## src/rtl/ep0_hs_pkg.sv

```systemverilog
package ep0_hs_pkg;
  localparam int CSR_W = 8;

  // bit positions in the control/status word
  localparam int B_OUT_RDY    = 0;
  localparam int B_IN_RDY     = 1;
  localparam int B_STALL_SEEN = 2;
  localparam int B_DATA_END   = 3;
  localparam int B_SETUP_END  = 4;
  localparam int B_STALL_CMD  = 5;
  localparam int B_CLR_OUT    = 6;
  localparam int B_CLR_SETUP  = 7;

  // interrupt source indices
  localparam int IRQ_RX     = 0;
  localparam int IRQ_TX     = 1;
  localparam int IRQ_STALL  = 2;
  localparam int IRQ_EARLY  = 3;
  localparam int N_IRQ_SRC  = 4;

  typedef struct packed {
    logic stall_cmd;
    logic setup_end;
    logic data_end;
    logic stall_seen;
    logic in_ready;
    logic out_ready;
  } ep0_state_t;

  typedef enum logic [1:0] {
    HS_NONE  = 2'd0,
    HS_DATA  = 2'd1,
    HS_STALL = 2'd2,
    HS_NAK   = 2'd3
  } hs_kind_t;

  localparam int N_HS = 3;
endpackage

```

## src/rtl/ep0_hs_state.sv

```systemverilog
module ep0_hs_state
  import ep0_hs_pkg::*;
#(
  parameter int CNT_W = 8
) (
  input  logic                 clk,
  input  logic                 rst_n,
  input  logic                 wr_en,
  input  logic [CSR_W-1:0]     wr_data,
  input  logic                 ev_rx_valid,
  input  logic [CNT_W-1:0]     ev_rx_count,
  input  logic                 ev_tx_done,
  input  logic                 ev_stall_sent,
  input  logic                 ev_ctl_end,
  input  logic                 ev_bus_reset,
  output ep0_state_t           state,
  output logic [CNT_W-1:0]     count,
  output logic [N_IRQ_SRC-1:0] irq_src,
  output logic                 flush_req
);
  ep0_state_t       st_q, st_d;
  logic [CNT_W-1:0] cnt_q, cnt_d;
  logic             cnt_en;
  logic             rx_acc;
  logic             early_set;
  logic             w_in_rdy, w_stall_clr, w_data_end, w_stall_cmd;
  logic             w_clr_out, w_clr_setup;
  logic             unused_wr_bits;

  // decoded firmware writes
  assign w_in_rdy    = wr_en && wr_data[B_IN_RDY];
  assign w_stall_clr = wr_en && wr_data[B_STALL_SEEN];
  assign w_data_end  = wr_en && wr_data[B_DATA_END];
  assign w_stall_cmd = wr_en && wr_data[B_STALL_CMD];
  assign w_clr_out   = wr_en && wr_data[B_CLR_OUT];
  assign w_clr_setup = wr_en && wr_data[B_CLR_SETUP];
  assign unused_wr_bits = wr_data[B_OUT_RDY] ^ wr_data[B_SETUP_END];

  // qualified hardware events
  assign rx_acc    = ev_rx_valid && !st_q.out_ready && !ev_bus_reset;
  assign early_set = ev_ctl_end && !st_q.data_end && !ev_bus_reset;

  always_comb begin
    st_d = st_q;
    if (ev_bus_reset) begin
      st_d = '0;
    end else begin
      // out-ready: hardware set wins over clears
      if (rx_acc)                    st_d.out_ready = 1'b1;
      else if (early_set)            st_d.out_ready = 1'b0;
      else if (w_clr_out)            st_d.out_ready = 1'b0;
      // in-ready: firmware set wins over hardware clears
      if (w_in_rdy)                  st_d.in_ready = 1'b1;
      else if (ev_tx_done)           st_d.in_ready = 1'b0;
      else if (early_set)            st_d.in_ready = 1'b0;
      // sent-stall: hardware set wins over firmware clear
      if (ev_stall_sent)             st_d.stall_seen = 1'b1;
      else if (w_stall_clr)          st_d.stall_seen = 1'b0;
      // stall request: firmware set wins over self-clear
      if (w_stall_cmd)               st_d.stall_cmd = 1'b1;
      else if (ev_stall_sent)        st_d.stall_cmd = 1'b0;
      // data-end: cleared when the transfer ends
      if (w_data_end)                st_d.data_end = 1'b1;
      else if (ev_ctl_end)           st_d.data_end = 1'b0;
      // setup-end: early termination
      if (early_set)                 st_d.setup_end = 1'b1;
      else if (w_clr_setup)          st_d.setup_end = 1'b0;
    end
  end

  assign cnt_en = rx_acc || ev_bus_reset;
  assign cnt_d  = ev_bus_reset ? '0 : ev_rx_count;

  always_ff @(posedge clk or negedge rst_n) begin
    if (!rst_n) st_q <= '0;
    else        st_q <= st_d;
  end

  always_ff @(posedge clk or negedge rst_n) begin
    if (!rst_n)      cnt_q <= '0;
    else if (cnt_en) cnt_q <= cnt_d;
  end

  always_comb begin
    irq_src            = '0;
    irq_src[IRQ_RX]    = rx_acc;
    irq_src[IRQ_TX]    = ev_tx_done && st_q.in_ready && !ev_bus_reset;
    irq_src[IRQ_STALL] = ev_stall_sent && !ev_bus_reset;
    irq_src[IRQ_EARLY] = early_set;
  end

  assign flush_req = early_set;
  assign state     = st_q;
  assign count     = cnt_q;
endmodule

```

## src/rtl/ep0_hs_decide.sv

```systemverilog
module ep0_hs_decide
  import ep0_hs_pkg::*;
(
  input  logic       in_token,
  input  ep0_state_t state,
  output logic [N_HS-1:0] hs_vec
);
  hs_kind_t kind;

  always_comb begin
    if (!in_token)            kind = HS_NONE;
    else if (state.stall_cmd) kind = HS_STALL;
    else if (state.in_ready)  kind = HS_DATA;
    else                      kind = HS_NAK;
  end

  // one-hot decode: index 0 data, 1 stall, 2 nak
  for (genvar k = 0; k < N_HS; k++) begin : g_dec
    assign hs_vec[k] = (kind == hs_kind_t'(k + 1));
  end
endmodule

```

## src/rtl/ep0_hs_pulse.sv

```systemverilog
module ep0_hs_pulse
  import ep0_hs_pkg::*;
(
  input  logic                 clk,
  input  logic                 rst_n,
  input  logic                 irq_en,
  input  logic [N_IRQ_SRC-1:0] irq_src,
  input  logic                 flush_req,
  output logic                 irq,
  output logic                 fifo_flush
);
  logic irq_q, irq_d;
  logic flush_q, flush_d;

  always_comb begin
    irq_d   = irq_en && (|irq_src);
    flush_d = flush_req;
  end

  always_ff @(posedge clk or negedge rst_n) begin
    if (!rst_n) begin
      irq_q   <= 1'b0;
      flush_q <= 1'b0;
    end else begin
      irq_q   <= irq_d;
      flush_q <= flush_d;
    end
  end

  assign irq        = irq_q;
  assign fifo_flush = flush_q;
endmodule

```

## src/rtl/ctl_ep_handshake.sv

```systemverilog
module ctl_ep_handshake
  import ep0_hs_pkg::*;
#(
  parameter int CNT_W = 8
) (
  input  logic             clk,
  input  logic             rst_n,
  input  logic             wr_en,
  input  logic [7:0]       wr_data,
  output logic [7:0]       rd_data,
  input  logic             irq_en,
  output logic             irq,
  input  logic             ev_rx_valid,
  input  logic [CNT_W-1:0] ev_rx_count,
  input  logic             ev_tx_done,
  input  logic             ev_stall_sent,
  input  logic             ev_ctl_end,
  input  logic             ev_bus_reset,
  input  logic             in_token,
  output logic             hs_send_data,
  output logic             hs_send_stall,
  output logic             hs_nak,
  output logic             fifo_flush,
  output logic [CNT_W-1:0] rx_count
);
  logic                 rst_meta_n, rst_sync_n;
  ep0_state_t           state;
  logic [CNT_W-1:0]     count;
  logic [N_IRQ_SRC-1:0] irq_src;
  logic                 flush_req;
  logic [N_HS-1:0]      hs_vec;

  // asynchronous assert, synchronous release
  always_ff @(posedge clk or negedge rst_n) begin
    if (!rst_n) begin
      rst_meta_n <= 1'b0;
      rst_sync_n <= 1'b0;
    end else begin
      rst_meta_n <= 1'b1;
      rst_sync_n <= rst_meta_n;
    end
  end

  ep0_hs_state #(.CNT_W(CNT_W)) u_state (
    .clk          (clk),
    .rst_n        (rst_sync_n),
    .wr_en        (wr_en),
    .wr_data      (wr_data),
    .ev_rx_valid  (ev_rx_valid),
    .ev_rx_count  (ev_rx_count),
    .ev_tx_done   (ev_tx_done),
    .ev_stall_sent(ev_stall_sent),
    .ev_ctl_end   (ev_ctl_end),
    .ev_bus_reset (ev_bus_reset),
    .state        (state),
    .count        (count),
    .irq_src      (irq_src),
    .flush_req    (flush_req)
  );

  ep0_hs_decide u_decide (
    .in_token(in_token),
    .state   (state),
    .hs_vec  (hs_vec)
  );

  ep0_hs_pulse u_pulse (
    .clk       (clk),
    .rst_n     (rst_sync_n),
    .irq_en    (irq_en),
    .irq_src   (irq_src),
    .flush_req (flush_req),
    .irq       (irq),
    .fifo_flush(fifo_flush)
  );

  always_comb begin
    rd_data               = '0;
    rd_data[B_OUT_RDY]    = state.out_ready;
    rd_data[B_IN_RDY]     = state.in_ready;
    rd_data[B_STALL_SEEN] = state.stall_seen;
    rd_data[B_DATA_END]   = state.data_end;
    rd_data[B_SETUP_END]  = state.setup_end;
    rd_data[B_STALL_CMD]  = state.stall_cmd;
  end

  assign hs_send_data  = hs_vec[0];
  assign hs_send_stall = hs_vec[1];
  assign hs_nak        = hs_vec[2];
  assign rx_count      = state.out_ready ? count : '0;
endmodule

```

## config.mk

```make
export PLATFORM = sky130hd
export DESIGN_NAME = ctl_ep_handshake
export DESIGN_NICKNAME = d
export VERILOG_FILES = /design/src/rtl/ep0_hs_pkg.sv /design/src/rtl/ep0_hs_state.sv /design/src/rtl/ep0_hs_decide.sv /design/src/rtl/ep0_hs_pulse.sv /design/src/rtl/ctl_ep_handshake.sv
export SDC_FILE = /design/constraint.sdc
export NUM_CORES = 1
export LEC_CHECK = 0
export BUFFER_PORTS_ARGS = -buffer_cell sky130_fd_sc_hd__buf_2
export CORE_MARGIN = 2
export CORE_UTILIZATION = 29
export CTS_CLUSTER_SIZE = 20
export DETAILED_ROUTE_END_ITERATION = 16
export PLACE_DENSITY_LB_ADDON = 0.2
export SLEW_MARGIN = 20
export SYNTH_ARGS = -nofsm -noshare
export SYNTH_HDL_FRONTEND = slang
export SYNTH_HIERARCHICAL = 1
export SYNTH_SLANG_ARGS = --single-unit
```

## constraint.sdc

```tcl
create_clock -name clk -period 1.7 [get_ports clk]
set_clock_uncertainty 0.1 [all_clocks]
set_input_delay 0.085 -clock clk [delete_from_list [all_inputs] [get_ports clk]]
set_output_delay 0.085 -clock clk [all_outputs]
set_load 0.02 [all_outputs]
```

Yosys cells after proc, flatten, opt, wreduce, memory -nomap -nowiden

Cells that the tools add are included.

Register bits: 18
Output and inout bits: 21
Word-level logic and storage cells: 59

Equality and inequality tests: 3
Muxes and demuxes: 20
Reductions and logical operators: 25

Operators with widths:

| operator                                                        | number |
|---|---|
| 8-bit 2-to-1 mux                                                | 2 |
| 1-bit logical AND                                               | 14 |
| 1-bit 2-to-1 mux                                                | 14 |
| 3-bit nonzero test                                              | 4 |
| 4-bit nonzero test                                              | 2 |
| 2-bit 2-to-1 mux                                                | 3 |
| 6-bit 2-to-1 mux                                                | 1 |
| 2-bit == test, second input constant                            | 2 |
| 4-bit OR reduction                                              | 1 |
| 1-bit zero test                                                 | 3 |
| 2-bit by 1-bit == test with 1-bit output, second input constant | 1 |
| 1-bit logical OR                                                | 1 |

Depth between registers and ports, before layout

Gate-level depths: netlist (run 1).

Depth after elaboration: 7
Gate-level depth with buffers: 5

Cells and area by module

Netlist (run 1), hierarchy kept.

By module, submodules not included:

| module           | times used | cells an instance | area each (sq um) | sequential area each (sq um) |
|---|---|---|---|---|
| ep0_hs_state     | 1          | 71                | 620.6             | 350.3 |
| ctl_ep_handshake | 1          | 14                | 122.6             | 50.0 |
| ep0_hs_pulse     | 1          | 3                 | 61.3              | 50.0 |
| ep0_hs_decide    | 1          | 3                 | 28.8              | 0.0 |

Worst setup path before layout (run 1)

OpenSTA, ideal clock, no wires.

Kind: register to register
Start point: register u_state.st_q, in the netlist u_state/state[0]
End point: register u_pulse.irq_q (netlist: u_pulse/irq)
Setup time: 0.129 ns
Arrival: 1.345 ns
Slack: 0.125 ns
Cell stages (with the launch flop): 6
Path buffers: 2
Cells stage by stage: dfrtp_1 > nand2b_1 > buf_4 > nor2_1 > buf_4 > o41a_1

Longest elaborated chain between the ends: 5

Ends and longest elaborated chain:

| item                            | RTL line           | RTL |
|---|---|---|
| from (decl)                     | ep0_hs_state.sv:21 | `ep0_state_t st_q, st_d;` |
| from (signal assigned)          | ep0_hs_state.sv:76 | `else st_q <= st_d;` |
| 1-bit zero test                 | ep0_hs_state.sv:40 | `assign rx_acc = ev_rx_valid && !st_q.out_ready && !ev_bus_reset;` |
| 1-bit logical AND (2 in series) | ep0_hs_state.sv:40 |  |
| net u_state.rx_acc              | ep0_hs_state.sv:24 | `logic rx_acc;` |
| 4-bit OR reduction              | ep0_hs_pulse.sv:16 | `irq_d = irq_en && (\|irq_src);` |
| 1-bit logical AND               | ep0_hs_pulse.sv:16 |  |
| net u_pulse.irq_d               | ep0_hs_pulse.sv:12 | `logic irq_q, irq_d;` |
| to (signal assigned)            | ep0_hs_pulse.sv:25 | `irq_q <= irq_d;` |
| to (decl)                       | ep0_hs_pulse.sv:12 |  |

The timed path passes the listed nets, and every way through them passes these cells.
A chain may end at the register's enable or synchronous reset.

Final worst setup path (run 1)

Start point: register u_state.st_q, in the netlist u_state/state[3]
End point: register u_state.st_q, in the netlist u_state/state[1]

Longest elaborated chain between the ends: 4

Ends and longest elaborated chain:

| item                                | RTL line           | RTL |
|---|---|---|
| 1-bit zero test                     | ep0_hs_state.sv:41 | `assign early_set = ev_ctl_end && !st_q.data_end && !ev_bus_reset;` |
| 1-bit logical AND (2 in series)     | ep0_hs_state.sv:41 |  |
| 4-bit nonzero test (no source line) | --                 |  |

No other way between the ends.

==> results of run 1 <==
==> worst max-delay path by stage <==
stage,start,end,slack (ns),cells after the start
2_1_floorplan,u_state/state[0]$_DFFE_PN0P_,u_pulse/irq$_DFF_PN0_,0.13,5
3_3_place_gp,u_state/state[3]$_DFFE_PN0P_,u_pulse/irq$_DFF_PN0_,0.49,3
3_5_place_dp,u_state/state[1]$_DFFE_PN0P_,u_pulse/irq$_DFF_PN0_,0.50,3
4_1_cts,u_state/state[3]$_DFFE_PN0P_,u_state/state[1]$_DFFE_PN0P_,0.09,4
5_1_grt,u_state/state[3]$_DFFE_PN0P_,u_state/state[1]$_DFFE_PN0P_,0.005,4
6_report,u_state/state[3]$_DFFE_PN0P_,u_state/state[1]$_DFFE_PN0P_,0.07,4
==> critical path, stage by stage, from the launching register on <==
cell	delay [ns]
dfrtp_1	0.40
nand2b_1	0.20
a32oi_1	0.21
dlygate4sd3_1	0.57
nor2_1	0.04
==> flip-flops by register name, summed over array words and instances, names as in the netlist <==
signal              count
rst_meta_n              1
u_pulse/fifo_flush      1
u_pulse/irq             1
u_state/count           8
rst_sync_n              1
u_state/state           6
==> cell families (layout without fill, tap and decap cells) <==
group                  after synthesis  after routing
buffers and inverters               10             72
AOI/OAI and AO/OA                   15             15
other                                2              3
and+or+nand+nor                     46             46
DFF                                 18             18
==> layer usage <==
layer	vias to the layer above	wire, um	track usage, %
li1	408	-	-
met1	374	820	15.02
met2	35	1092	25.49
met3	2	162	2.721
met4	0	12	5.980
met5	-	0	0
==> what timing repair did <==
action / in CTS / in global routing
endpoints found under the hold margin: 17 / 0
buffers inserted: 0 / 0
hold buffers: 22 / 0
==> cell usage in the layout, fill, tap and decap left out <==
cell,count
a21oi_1,13
a32oi_1,1
and2_1,8
and2_2,1
and3b_1,1
buf_2,42
buf_4,3
clkbuf_4,3
clkbuf_8,1
conb_1,3
dfrtp_1,18
dlygate4sd3_1,22
inv_1,1
nand2_1,23
nand2b_1,4
nand3_1,1
nor2_1,5
nor2b_1,2
nor3b_2,1
o41a_1,1
==> power groups by stage <==
| stage | logic (mW) | clock network [mW] | registers [mW] |
|---|---|---|---|
| after floorplan | 0.0775 | 0 | 0.494 |
| after global routing | 0.207 | 0.289 | 0.479 |
| after global placement | 0.146 | 0 | 0.481 |
| after detailed placement | 0.149 | 0 | 0.483 |
| final | 0.187 | 0.256 | 0.474 |
| after CTS | 0.188 | 0.277 | 0.475 |
==> cell type report <==
class                      instances  area [um^2]
timing repair buffer              67        452.9
tap                               31        38.79
fill                             281         1429
inverter                           1        3.754
multi-input combinational         64        322.8
sequential                        18        450.4
clock buffer                       4        36.28
==> through the flow <==
stage	setup slack, ns	utilization, %	hold WS, ns	total power [mW]
floorplan	0.1252	-	-0.3106	0.5719
global placement	0.4935	38.35	-0.2286	0.6267
detailed placement	0.5019	38.35	-0.2283	0.6321
CTS	0.08673	47.73	0.02785	0.9405
global route	0.005184	47.73	0.08250	0.9750
finish	0.06949	47.73	0.04371	0.9173
==> summary.txt, run 1 <==
Power and ir drop
  – Int Pwr: 678.6 uW
  – VDD IR-drop max: 0.4202 mV
  – Leak: 0.6820 nW
  – Switch share: 26.03%
  – Comb power frac: 20.4%
  – Sequential power share: 51.7%
  – Pwr/cell area: 702.9 mW/mm^2
  – Sw Pwr: 238.7 uW
  – Clock power share: 27.9%

Synthesis
  – Largest cells by area after synthesis: dfrtp_1 54%, nand2_1 10%, a21oi_1 7.8%
  – Yosys reg bits: 18
  – Synth unique cells: 17
  – Register area share after synthesis: 54.05%
  – Share of the synthesized area in the top cell type: 54.05%
  – Warnings from Yosys: 6
  – Synth Area in Simple Gates: 27.18%
  – Xor/xnor cell area share of the yosys netlist: 0%
  – Post-synthesis cell area: 833.3 um^2
  – Largest family of logic cells by synthesized area: simple AND/OR/NAND/NOR gates
  – Complex-gate fraction of the synthesized area: 10.21%
  – Post-synth ARST share: 100.0%
  – Synth area leader: dfrtp_1
  – Synth Flop Type: dfrtp_1
  – Post-synthesis mux area share: 0%
  – Synth top cells by count: 23 x nand2_1, 18 x dfrtp_1, 13 x a21oi_1, 8 x and2_1, 6 x buf_4
  – Mean Syn Cell Area: 9.157 um^2
  – Post-synth EDFFs: 0
  – Post-synthesis cell count: 91
  – Top-count cell post-synth: nand2_1
  – Adder-cell area share of the yosys netlist: 0%

Setup path
  – CP endpoint kind: flip-flop
  – Critical path arrival: 1.70 ns
  – Worst R2R Setup Slack: 0.07 ns
  – RR Endpoint: u_state/state[1]$_DFFE_PN0P_
  – Worst-case reg-to-reg path depth: 4
  – CP Launch Type: flip-flop
  – Required time of the critical path: 1.77 ns
  – RR Startpoint: u_state/state[3]$_DFFE_PN0P_
  – CP max FO: 4
  – Crit Path Class: flip-flop to flip-flop

Placement
  – Placed Cells: 159
  – Gpl congestion: 0.7233
  – Final HPWL DP: 1451 um
  – Port Buffers: 42
  – DP Area: 0.001049 mm^2

Min path
  – Hold EP: u_state/state[4]$_DFFE_PN0P_
  – Hold_sp: wr_en
  – Hold Path Depth: 4
  – Worst min-delay path class: input port to flip-flop

STA
  – Final Max Slew Viols: 0
  – Post-layout minimum cycle time: 1.631 ns
  – Final TNS setup: 0 ns
  – Slew HR: 56.48%
  – Final setup fails: 0
  – Fin crit share: 95.91%
  – Final hold vios: 0
  – RSZ-0062 raised after global routing: no
  – FMAX: 613.3 MHz
  – Worst Tran Pin Value: 0.6528 ns

Detailed routing
  – Post-route ant nets: 0
  – TritonRoute pass-1 iters: 4
  – Drt wl/cell: 11.29 um
  – DRC viols: 0
  – 1st-iter DRT viols: 6
  – Post-DR vias/cell: 4.427
  – Vias: 819
  – Total wire length: 2088 um

Die
  – Boundary Pins: 47
  – Chip width: 57.61 um
  – FP Rows: 19
  – Core area: 0.002734 mm^2
  – Full die area: 0.003318 mm^2
  – Die H: 57.61 um
  – Starting Density: 30.48%

Status
  – Status: finished clean

Global routing
  – Vias in the first global route: 839
  – Gr ovfl total: 0
  – Initial antenna violation count: 0
  – Largest net degree at the start of global routing: 19
  – GRT Total Usage: 13.77%
  – First-pass GRT wire length: 3477 um

Layout
  – Antenna Cells: 0
  – Area grow syn2layout: 56.61%
  – Layout cells sized above 1: 33.12%
  – Final net count: 181
  – Non-filler cells, final: 185
  – Fin area: 0.001305 mm^2

Clock tree
  – CTS resizes: 0
  – H-tree depth: 1
  – Clock Latency Late Sink: 0.28 ns
  – Clk slew on worst S/H paths: 0.10 ns
  – CTS Buf Count: 3
  – Clock Sinks: 18
  – Maximum buffer depth of the clock tree: 2
  – Root buf cell: clkbuf_4
  – CTS tree: yes

Run
  – Max-cap check violation count: 0
No activity file was read; power rests on OpenSTA's default activity.
==> run 2, diff against run 1 <==
- CELL_PAD_IN_SITES_DETAIL_PLACEMENT: default -> 0
- CELL_PAD_IN_SITES_GLOBAL_PLACEMENT: default -> 2
- CORE_UTILIZATION: 29 -> 25
==> run 2 against run 1 <==
Worst setup slack improved by 0.21 ns. Clock-buffer cell count stayed put. Total power rose by 0.28%. Wire length is 2.2% lower. Clock power is 2% higher. Flip-flop and latch count unchanged. Sequential power about the same. Non-clock buffer count decreased by 1. Combinational power about the same. Via count down 2.2%. Hold slack got worse by 0.035 ns. First-iteration DRC count grew to 4.3 times the previous value. Critical endpoint is now rx_count[4].
==> summary.txt, run 2 (synthesis gave the netlist of run 1 again) <==
Status
  – Status: finished clean

Placement
  – Placed Cells: 172 (+8.2%)
  – Final HPWL DP: 1411 um (-2.8%)
  – Pre-CTS setup slack: 0.4121 ns (-0.08988 ns)
  – Port Buffers: 42 (unchanged)
  – DP Area: 0.001065 mm^2 (+1.6%)
  – Gpl congestion: 0.6475 (-10%)

Setup path
  – Critical path arrival: 1.24 ns (-0.46 ns)
  – Crit Path Class: flip-flop to output port
  – CP endpoint kind: output port
  – Required time of the critical path: 1.51 ns (-0.26 ns)
  – CP max FO: 8 (+4)
  – CP Launch Type: flip-flop

STA
  – Final TNS setup: 0 ns (unchanged)
  – Post-layout minimum cycle time: 1.420 ns (-0.2101 ns)
  – Slew HR: 54.23% (-2.2 points)
  – FMAX: 704.0 MHz (+15%)
  – Final Max Slew Viols: 0 (unchanged)
  – Final setup fails: 0 (unchanged)
  – Final hold vios: 0 (unchanged)
  – Fin crit share: 83.55% (-12 points)
  – RSZ-0062 raised after global routing: no
  – Worst Tran Pin Value: 0.6865 ns (+0.03372 ns)
  – Setup WS post-layout: 0.2796 ns (+0.2101 ns)
  – Min Hold Slack: 0.008564 ns (-0.03515 ns)

Clock tree
  – Maximum buffer depth of the clock tree: 2 (unchanged)
  – Clock Sinks: 18 (unchanged)
  – Hold Buf Count CTS: 21 (-4.5%)
  – CTS resizes: 0 (unchanged)
  – CTS Buf Count: 3 (unchanged)
  – Clock Latency Late Sink: 0.29 ns (about the same)
  – Root buf cell: clkbuf_4
  – Setup bufs post-CTS: 0 (unchanged)
  – H-tree depth: 1 (unchanged)
  – CTS tree: yes
  – Clk slew on worst S/H paths: 0.10 ns (about the same)

Min path
  – Worst min-delay path class: input port to flip-flop

Detailed routing
  – Post-route ant nets: 0 (unchanged)
  – TritonRoute pass-1 iters: 4 (unchanged)
  – Vias: 801 (-2.2%)
  – Total wire length: 2042 um (-2.2%)
  – Post-DR vias/cell: 4.066 (-8.2%)
  – 1st-iter DRT viols: 26 (+20)
  – DRC viols: 0 (unchanged)
  – Drt wl/cell: 10.37 um (-8.2%)

Die
  – Die H: 61.74 um (+7.2%)
  – Full die area: 0.003811 mm^2 (+15%)
  – Boundary Pins: 47 (unchanged)
  – Core area: 0.003103 mm^2 (+14%)
  – FP Rows: 20 (+1)
  – Starting Density: 26.85% (-3.6 points)
  – Chip width: 61.74 um (+7.2%)

Power and ir drop
  – Total chip power: 919.9 uW (+0.28%)
  – VDD IR-drop max: 0.4438 mV (+5.6%)
  – Leak: 0.6791 nW (-0.43%)
  – Pwr/cell area: 701.5 mW/mm^2 (-0.20%)

Layout
  – Post-Route Utilization: 42.26% (-5.5 points)
  – Most frequent cells in the layout: 42 x buf_2, 23 x nand2_1, 21 x dlygate4sd3_1
  – Layout cells sized above 1: 33.33% (+0.22 points)
  – Area grow syn2layout: 57.36%
  – Filler instances: 347 (+23%)
  – Non-filler cells, final: 197 (+6.5%)
  – Commonest non-fill, non-tap cell in the layout: buf_2
  – Antenna Cells: 0 (unchanged)
  – Final net count: 180 (-0.55%)
  – Flip-flop count of the largest register after layout: 8 (unchanged)
  – Fin area: 0.001311 mm^2 (+0.48%)

Global routing
  – First-pass GRT wire length: 3049 um (-12%)
  – Vias in the first global route: 698 (-17%)
  – Largest net degree at the start of global routing: 19 (unchanged)
  – Initial antenna violation count: 0 (unchanged)
  – Gr ovfl total: 0 (unchanged)
  – GRT Total Usage: 11.10% (-2.7 points)

Run
  – Max-cap check violation count: 0 (unchanged)
-- run 2: changes by cell type in the layout (fill, tap and decap cells not counted) --
cell,delta
dlygate4sd3_1,-1
-- run 2: worst max-delay path, stage by stage, from the launching register on --
cell and delay [ns]:
dfrtp_1 0.47, buf_4 0.18, and2_1 0.14, buf_2 0.15
-- run 2: area by class of cell --
type,count,area [um^2],share of cell area (%)
repair buffers,66,442.9,33.78
multi-input cells,64,322.8,24.62
flip-flops and latches,18,450.4,34.35
clock buffers,4,36.28,2.767
inverters,1,3.754,0.2863
well taps,44,55.05,4.198
-- run 2: worst paths after layout --
path	startpoint	slack [ns]	cells past startpoint	to
min in group asynchronous	rst_sync_n$_DFF_PN0_	0.19	0	u_state/count[0]$_DFFE_PN0P_
max reg2reg	u_state/state[2]$_DFFE_PN0P_	0.39	3	u_state/state[2]$_DFFE_PN0P_
min	wr_en	0.009	3	u_state/state[1]$_DFFE_PN0P_
min reg2reg	rst_sync_n$_DFF_PN0_	0.19	0	u_state/count[0]$_DFFE_PN0P_
max	u_state/state[0]$_DFFE_PN0P_	0.28	3	rx_count[4]
max in group asynchronous	rst_n	0.86	3	rst_sync_n$_DFF_PN0_
-- run 2: power by group --
part	leakage, nW	internal [mW]	switching, mW	total, mW
clock network	0.0210	0.130	0.131	0.262
logic	0.423	0.0935	0.0901	0.184
registers	0.235	0.453	0.0219	0.474
total	0.679	0.676	0.243	0.920
-- run 2: layer usage --
layer	wire, um	share of wire, %	up-vias	global-route usage (%)
met5	0	0	-	0
met4	20	0.98	0	2.736
met3	113	5.5	2	3.727
met2	1000	49	28	19.10
met1	908	44	364	13.39
li1	-	-	407	-
